`config.mk`:
```
export PLATFORM = sky130hd
export DESIGN_NAME = booth_seq_mul
export DESIGN_NICKNAME = d
export VERILOG_FILES = /design/src/rtl/mulseq_pkg.sv /design/src/rtl/mul_ctrl.sv /design/src/rtl/mul_step.sv /design/src/rtl/booth_seq_mul.sv
export SDC_FILE = /design/constraint.sdc
export NUM_CORES = 1
export LEC_CHECK = 0
export BUFFER_PORTS_ARGS = -buffer_cell sky130_fd_sc_hd__buf_2
export CAP_MARGIN = 20
export CORE_MARGIN = 4
export CORE_UTILIZATION = 55
export CTS_CLUSTER_SIZE = 20
export DETAILED_ROUTE_END_ITERATION = 16
export PLACE_DENSITY = 0.81
export RECOVER_POWER = 50
export SYNTH_ARGS = -nofsm -noshare
export SYNTH_HDL_FRONTEND = slang
export SYNTH_SLANG_ARGS = --single-unit
```
`constraint.sdc`:
```
create_clock -name clk -period 4.1 [get_ports clk]
set_input_delay 0.82 -clock clk [delete_from_list [all_inputs] [get_ports clk]]
set_output_delay 0.82 -clock clk [all_outputs]
set_load 0.02 [all_outputs]
```
`src/rtl/mulseq_pkg.sv`:
```
package mulseq_pkg;

    typedef enum logic [1:0] {
        ACT_NONE = 2'd0,
        ACT_ADD  = 2'd1,
        ACT_SUB  = 2'd2
    } act_e;

    typedef enum logic {
        ST_IDLE = 1'b0,
        ST_RUN  = 1'b1
    } st_e;

    // Step action: Booth pair in signed mode, plain bit test otherwise.
    function automatic act_e pick_act(input logic sgn, input logic cur, input logic prev);
        act_e a;
        if (sgn) begin
            case ({cur, prev})
                2'b10:   a = ACT_SUB;
                2'b01:   a = ACT_ADD;
                default: a = ACT_NONE;
            endcase
        end else begin
            a = cur ? ACT_ADD : ACT_NONE;
        end
        return a;
    endfunction

endpackage

```
`src/rtl/mul_ctrl.sv`:
```
module mul_ctrl #(
    parameter int WIDTH = 32
) (
    input  logic clk,
    input  logic rst,
    input  logic start,
    output logic load,
    output logic step,
    output logic busy,
    output logic done
);
    import mulseq_pkg::*;

    localparam int CW = $clog2(WIDTH + 1);
    localparam logic [CW-1:0] LAST = CW'(WIDTH - 1);

    st_e           state;
    logic [CW-1:0] cnt;
    logic          done_q;

    assign load = start && (state == ST_IDLE);
    assign step = (state == ST_RUN);
    assign busy = (state == ST_RUN);
    assign done = done_q;

    always_ff @(posedge clk) begin
        if (rst) begin
            state  <= ST_IDLE;
            cnt    <= '0;
            done_q <= 1'b0;
        end else begin
            done_q <= 1'b0;
            case (state)
                ST_IDLE: begin
                    if (start) begin
                        state <= ST_RUN;
                        cnt   <= '0;
                    end
                end
                ST_RUN: begin
                    cnt <= cnt + 1'b1;
                    if (cnt == LAST) begin
                        state  <= ST_IDLE;
                        done_q <= 1'b1;
                    end
                end
                default: state <= ST_IDLE;
            endcase
        end
    end
endmodule

```
`src/rtl/mul_step.sv`:
```
module mul_step #(
    parameter int WIDTH = 32
) (
    input  logic             sgn,
    input  logic [WIDTH-1:0] acc,
    input  logic [WIDTH-1:0] mq,
    input  logic             prev,
    input  logic [WIDTH-1:0] mcand,
    output logic [WIDTH-1:0] acc_n,
    output logic [WIDTH-1:0] mq_n,
    output logic             prev_n
);
    import mulseq_pkg::*;

    localparam int EW = WIDTH + 1;

    act_e          act;
    logic [EW-1:0] ext_acc;
    logic [EW-1:0] ext_m;
    logic [EW-1:0] operand;
    logic [EW-1:0] sum;

    always_comb begin
        act     = pick_act(sgn, mq[0], prev);
        ext_acc = {sgn & acc[WIDTH-1], acc};
        ext_m   = {sgn & mcand[WIDTH-1], mcand};
        case (act)
            ACT_ADD: operand = ext_m;
            ACT_SUB: operand = ~ext_m;
            default: operand = '0;
        endcase
        sum    = ext_acc + operand + EW'(act == ACT_SUB);
        acc_n  = sum[EW-1:1];
        mq_n   = {sum[0], mq[WIDTH-1:1]};
        prev_n = mq[0];
    end
endmodule

```
`src/rtl/booth_seq_mul.sv`:
```
module booth_seq_mul #(
    parameter int WIDTH = 32
) (
    input  logic             clk,
    input  logic             rst,
    input  logic             start,
    input  logic             is_signed,
    input  logic [WIDTH-1:0] op_a,
    input  logic [WIDTH-1:0] op_b,
    output logic             busy,
    output logic             done,
    output logic [WIDTH-1:0] hi,
    output logic [WIDTH-1:0] lo
);
    logic             load, step;
    logic [WIDTH-1:0] acc_q, mq_q, mcand_q;
    logic             prev_q, sgn_q;
    logic [WIDTH-1:0] acc_n, mq_n;
    logic             prev_n;

    mul_ctrl #(.WIDTH(WIDTH)) u_ctrl (
        .clk(clk), .rst(rst), .start(start),
        .load(load), .step(step), .busy(busy), .done(done)
    );

    mul_step #(.WIDTH(WIDTH)) u_step (
        .sgn(sgn_q), .acc(acc_q), .mq(mq_q), .prev(prev_q), .mcand(mcand_q),
        .acc_n(acc_n), .mq_n(mq_n), .prev_n(prev_n)
    );

    always_ff @(posedge clk) begin
        if (rst) begin
            acc_q   <= '0;
            mq_q    <= '0;
            mcand_q <= '0;
            prev_q  <= 1'b0;
            sgn_q   <= 1'b0;
        end else if (load) begin
            acc_q   <= '0;
            mq_q    <= op_b;
            mcand_q <= op_a;
            prev_q  <= 1'b0;
            sgn_q   <= is_signed;
        end else if (step) begin
            acc_q  <= acc_n;
            mq_q   <= mq_n;
            prev_q <= prev_n;
        end
    end

    assign hi = acc_q;
    assign lo = mq_q;
endmodule

```
After elaboration in Yosys (flattened, before gate mapping)
Index checks and enable logic that the tools add are counted.
{"block": "totals", "regBits": 106, "input_bits": 68, "output_inout_bits": 66}
{"block": "op_classes", "n_addsub": 3, "eq_ne": 6, "mux": 12, "bitwise": 4, "reduce_logical": 4}
{"op": "$pmux 33 s2", "count": 1}
{"op": "$mux 32", "count": 2}
{"op": "$add 33x1->33", "count": 1}
{"op": "$add 33x33->33", "count": 1}
{"op": "$not 33->33", "count": 1}
{"op": "$pmux 6 s2", "count": 1}
{"op": "$add 6x1->6 const B", "count": 1}
{"op": "$eq 6x5->1 const B", "count": 1}
{"op": "$mux 6", "count": 1}
{"op": "$eq 2x1->1 const B", "count": 2}
{"op": "$eq 2x2->1 const B", "count": 2}
{"op": "$mux 1", "count": 4}
{"op": "$pmux 2 s2", "count": 1}
{"op": "$reduce_or 2->1", "count": 2}
{"op": "$and 1x1->1", "count": 2}
{"op": "$mux 2", "count": 1}
{"op": "$ne 2x2->1 const B", "count": 1}
{"op": "$pmux 1 s2", "count": 1}
{"op": "$reduce_bool 2->1", "count": 1}
{"op": "$logic_and 1x1->1", "count": 1}
{"op": "$not 1->1", "count": 1}

Logic depth before layout (Yosys ltp)
{"block": "depth", "word_depth": 9, "ltp_mapped": 14, "mapped_depth_nobuf": 13}

Hierarchy
From an unflattened synthesis, not the netlist that was laid out.
{"block": "unflattened", "cells_unflattened": 784, "hier_area_um2": 6658.9}
{"module": "booth_seq_mul", "instances": 1, "cells_each": 356, "area_per_inst_um2": 3803.6, "seq_area_each_um2": 1961.9}
{"module": "mul_step", "instances": 1, "cells_each": 386, "area_per_inst_um2": 2489.9, "seq_area_each_um2": 0.0}
{"module": "mul_ctrl", "instances": 1, "cells_each": 42, "area_per_inst_um2": 365.4, "seq_area_each_um2": 160.2}

Least setup slack after synthesis
No wires, ideal clock.
{"block": "synth_timing", "path_kind": "reg2reg", "startpoint": "reg mq_q[0] (netlist: lo[0])", "endpoint": "reg acc_q[31] (netlist: hi[31])", "arrival_time_ps": 3164, "t_required_ps": 3983, "setup_slack_ps": 818, "path_stages_with_launch": 13, "synth_period_minus_slack_ps": 3282, "path_cell_list": "dfxtp_1 > mux2_2 > clkbuf_1 > a21oi_1 > fa_1 > fa_1 > a211oi_1 > o211ai_2 > a221oi_2 > o21ai_2 > nand3_1 > nand3_1 > a32o_1"}
{"block": "synth_via", "elab_chain_cells": 7}
{"item": "start, declared", "line": "booth_seq_mul.sv:16", "source": "logic [WIDTH-1:0] acc_q, mq_q, mcand_q;"}
{"item": "start signal, assigned", "line": "booth_seq_mul.sv:40", "source": "mq_q <= op_b;"}
{"item": "start signal, assigned", "line": "booth_seq_mul.sv:46", "source": "mq_q <= mq_n;"}
{"item": "$eq 2x1->1 / $eq 2x2->1 (equally long branches)", "line": "mulseq_pkg.sv:18", "source": "case ({cur, prev})"}
{"item": "$pmux 2 s2", "line": "mulseq_pkg.sv:18"}
{"item": "$mux 2 (*)", "line": "mulseq_pkg.sv:17", "source": "if (sgn) begin"}
{"item": "$eq 2x2->1 / $eq 2x1->1 (equally long branches)", "line": "mul_step.sv:27, mul_step.sv:32"}
{"item": "$pmux 33 s2", "line": "mul_step.sv:27", "source": "case (act)"}
{"item": "$add 33x33->33", "line": "mul_step.sv:32", "source": "sum = ext_acc + operand + EW'(act == ACT_SUB);"}
{"item": "$add 33x1->33 (*)", "line": "mul_step.sv:32"}
{"item": "end signal, assigned", "line": "booth_seq_mul.sv:45", "source": "acc_q <= acc_n;"}
{"item": "end, declared", "line": "booth_seq_mul.sv:16"}
Mark *: on every way between the ends. The rest lies on a longest branch, timed or not.
A chain may end at the register's enable or synchronous reset.

Worst setup path after layout
Same ends and word-level chain as after synthesis.

==> flow_summary.rst <==
.. list-table::
   :header-rows: 1

   * - Metric
     - Value
   * - Run status
     - complete, but fails checks
   * - Failing checks
     - max-capacitance violations, max-slew violations
   * - Final hold violation count
     - 0
   * - Clk_skew
     - 0.0130 ns
   * - Iteration-0 DRC count of the detailed router
     - 347
   * - CTS clk-pin slew, worst paths
     - 0.10 ns
   * - CP top delay family
     - compound AO/OA/AOI/OAI gates
   * - Maximum vdd ir drop
     - 0.194 mV
   * - Hold buffers post-CTS
     - 0
   * - Max-cap violations
     - 2
   * - Sum of negative setup slack
     - 0 ns
   * - Slowest library cell on the worst path
     - dfxtp_1
   * - Wire length of the first global-routing pass
     - 26.4 mm
   * - Number of gates given a new drive strength after cts
     - 0
   * - Synth area leader
     - dfxtp_1
   * - Layout Cells excl Fill
     - 1056
   * - Routability congestion estimate
     - 1.00
   * - Worst endpoint required time
     - 4.38 ns
   * - Post-detailed-route DRC marker count
     - 0
   * - Relative slew margins
     - -43.6%
   * - Number of diodes
     - 0
   * - Count of buffers added by post-CTS timing repair for setup
     - 0
   * - Distinct cell type count of the synthesized netlist
     - 57
   * - Cell area after layout
     - 6960 sq um
   * - Post-placement cell count
     - about 1000
   * - Levels on crit path
     - 11
   * - Final-report setup violation count
     - 0
   * - Minimum setup slack among reg-to-reg paths
     - a little under 0.6 ns
   * - Antenna violations before repair
     - 0
   * - Die W
     - 114 microns
   * - Area growth, synth to finish
     - 13.1%
   * - Capture point of the worst reg-to-reg path
     - hi[31]
   * - Later-pin clock latency in the skew report
     - 0.39 ns
   * - Via count
     - 6024
   * - Root buffer selected by CTS
     - clkbuf_8
   * - Arrival time of the worst setup path
     - 3.80 ns
   * - Startpoint type of the worst setup path
     - register
   * - Top FF cell, synth
     - dfxtp_1
   * - Count of pins on the block boundary
     - 134
   * - Leakage
     - roughly 3 nW
   * - Ratio of final minimum period to clock period
     - 85.7%
   * - Number of buffer cells added on primary ports
     - 133
   * - Gate Count Post-Synth
     - 812
   * - Power density cells
     - 311 nW/um^2
   * - Startpoint of the worst setup timing path
     - lo[0]
   * - Nets in the synthesized netlist
     - just over 900
   * - Final Routed Wirelength
     - 16.5 mm
   * - Fraction of registers with async set/reset
     - 0%
   * - Initial Utilization
     - between 50% and 60%
   * - Area of the core
     - 10900 sq um
   * - Floorplan row count
     - 38
   * - Leading post-synthesis cells by cell area
     - dfxtp_1 (34%), a21oi_1 (12%), nor2_1 (8.1%), mux2i_1 (7.0%), nand2_1 (6.7%)
   * - Reg area
     - 2130 sq um
   * - Clk sinks
     - 106
   * - Share of Yosys cell area claimed by the top area cell type
     - 34.5%
   * - Post-synthesis area per instance
     - 7.58 sq um
   * - Number of vias per cell
     - 5.70
   * - Path type of the worst min-delay path
     - register to register
   * - Register bit total from synthesis
     - 106
   * - Top achievable clock speed
     - 285 MHz
   * - Number of warnings issued by yosys
     - 0
   * - Critical Path Sink
     - hi[31]
   * - Max-slew violation count
     - 91
   * - Simple-Gate Fraction of Synth Area
     - 20.8%
   * - Pin count of the biggest net entering global routing
     - 54
   * - Launching point of the worst reg2reg path
     - lo[0]
   * - Share of layout cells above drive strength 1
     - between 10% and 20%
   * - CTS tree
     - yes
   * - Total congestion overflow
     - 0
   * - Critical path endpoint category
     - register
   * - Multi-input combinational cell area
     - about 3800 sq um
   * - Share of cell area taken by muxes after synthesis
     - 7.18%
   * - Detail Route Antenna Nets
     - 0
   * - Sequential area share after synthesis
     - between 30% and 40%
   * - Final Critical Period
     - 3.51 ns
   * - Count of cells along the worst register-to-register path
     - 11
   * - Total Power
     - 2.17 mW
   * - Routed wire per std cell
     - 15.6 microns
   * - Post-Syn Area
     - 6150 sq um
   * - RSZ-0062 raised after global routing
     - false
   * - Final hold slack
     - 0.479 ns
   * - Net count of the finished layout
     - around 1000
   * - Critical-path maximum fanout
     - 16
   * - Synth Area in Compound Gates
     - between 20 and 25%
   * - Synth Area in XOR/XNOR
     - 3.84%
   * - Largest family of logic cells by synthesized area
     - compound AO/OA/AOI/OAI gates
   * - H-tree levels
     - 3
   * - Tightest Pin Transition
     - 2.15 ns
   * - Crit path cell chain
     - mux2_2, a21oi_1, fa_1, fa_1, a211oi_1, o211ai_2, a221oi_2, o21ai_2, nand3_1, nand3_1, a32o_1
   * - Largest stage delay on the critical path
     - 0.46 ns
   * - Total die area
     - 12900 sq um
   * - Height of the chip
     - 114 microns
   * - GR Util All Layers
     - 25.2%
   * - Via count of the first global-routing pass
     - approximately 5400
   * - Post-DP HPWL
     - 12.2 mm
   * - Worst path buffer plus inverter count
     - 0
   * - DR pass1 iterations
     - 5
   * - Fill count
     - around 1000
   * - Number of buffers added by the clock tree synthesis step
     - 9
   * - Clk buf depth
     - 2
   * - Number of enable-type register cells in the synthesized netlist
     - 0
   * - Instance area after placement
     - 6860 sq um
   * - Area share of fa/ha/maj cells after synthesis
     - just over 7%
   * - Category of the critical setup timing path
     - register to register
==> per-layer routing <==
| layer | part of all wire, % | vias up | GRT usage (%) | wire length (microns) |
|---|---|---|---|---|
| met4 | 1.4 | 0 | 6.81 | 236 |
| li1 | - | 3035 | - | - |
| met1 | 44 | 2731 | 33.7 | 7260 |
| met5 | 0 | - | 0 | 0 |
| met2 | 45 | 238 | 39.3 | 7430 |
| met3 | 9.3 | 20 | 8.22 | 1530 |
==> tightest hold or removal path: stages, from the launching register on <==
cell and delay (ns):
dfxtp_1 0.34, nand2_1 0.06, a21oi_1 0.05
==> state kept, by name, indices dropped and copies added, names as in the netlist <==
| register | cells |
|---|---|
| u_ctrl.done | 1 |
| u_ctrl.cnt | 6 |
| lo | 32 |
| u_ctrl.busy | 1 |
| sgn_q | 1 |
| hi | 32 |
| prev_q | 1 |
| mcand_q | 32 |
==> cell usage after synthesis, drive strengths merged (5+ instances only) <==
| master | number |
|---|---|
| o21bai | 6 |
| clkbuf | 40 |
| xor2 | 15 |
| nor2 | 133 |
| nor3 | 5 |
| xnor2 | 12 |
| mux2i | 43 |
| nand2 | 110 |
| buf | 15 |
| o211ai | 6 |
| nand3 | 14 |
| a21o | 14 |
| ha | 32 |
| o21ai | 30 |
| nand2b | 5 |
| nand4 | 21 |
| dfxtp | 106 |
| inv | 11 |
| a21oi | 144 |
==> cell type report <==
cell class,instances,share of cell area [%]
clock buffer,10,1.83
clock inverter,6,0.881
inverter,11,0.593
multi-input combinational,640,54.3
sequential,106,30.5
tap,140,2.52
timing repair buffer,143,9.37
==> worst min-delay path by stage <==
| stage | startpoint | to | slack, ns | depth (start not counted) |
|---|---|---|---|---|
| final | mcand_q[23] | mcand_q[23] | 0.48 | 2 |
| after global routing | mcand_q[4] | mcand_q[4] | 0.50 | 2 |
| after CTS | mcand_q[23] | mcand_q[23] | 0.48 | 2 |
| after detailed placement | mcand_q[23] | mcand_q[23] | 0.46 | 2 |
| after global placement | mcand_q[30] | mcand_q[30] | 0.46 | 2 |
| after floorplan | mcand_q[0] | mcand_q[0] | 0.45 | 2 |
==> stage by stage <==
step | setup slack, ns | util (%)
after global placement | 0.718 | 63.0
after detailed placement | 0.631 | 63.0
after floorplan | 0.818 | -
after global routing | 0.336 | 63.9
after CTS | 0.602 | 64.7
final | 0.586 | 63.9
==> power breakdown <==
part,internal [mW],switching (mW),total [mW]
Combinational,0.148,0.252,0.400
Clock,0.235,0.399,0.634
Sequential,1.08,0.0539,1.13
==> cell families after synthesis <==
group           after synthesis
compound gates              231
flops                       106
buf+inv                      66
simple gates                304
mux                          44
fa+ha+maj                    34
xor+xnor                     27
==> layout by cell type, fill, tap and decap left out, types with 2 or more instances in the layout <==
| cell | n |
|---|---|
| a32o_1 | 2 |
| a21oi_1 | 142 |
| o21ai_1 | 4 |
| o2111ai_1 | 3 |
| o211ai_1 | 3 |
| a21oi_2 | 2 |
| nand2b_1 | 5 |
| clkinv_4 | 2 |
| o21ai_0 | 25 |
| inv_1 | 11 |
| nand2_1 | 110 |
| clkbuf_8 | 9 |
| o21a_1 | 2 |
| o22ai_1 | 2 |
| nor3_1 | 5 |
| a21o_1 | 14 |
| buf_4 | 8 |
| xor2_1 | 15 |
| o21bai_1 | 6 |
| fa_1 | 2 |
| nand3_1 | 14 |
| nand4_1 | 21 |
| nor2_1 | 132 |
| or2_2 | 2 |
| nor3b_1 | 3 |
| or3_1 | 4 |
| mux2i_1 | 43 |
| or2_1 | 2 |
| ha_1 | 32 |
| buf_2 | 68 |
| nand3b_1 | 2 |
| clkbuf_1 | 68 |
| a211oi_1 | 4 |
| o221ai_1 | 2 |
| dfxtp_1 | 105 |
| o211ai_2 | 3 |
| xnor2_1 | 12 |
Power figures use the tool's default switching activity.
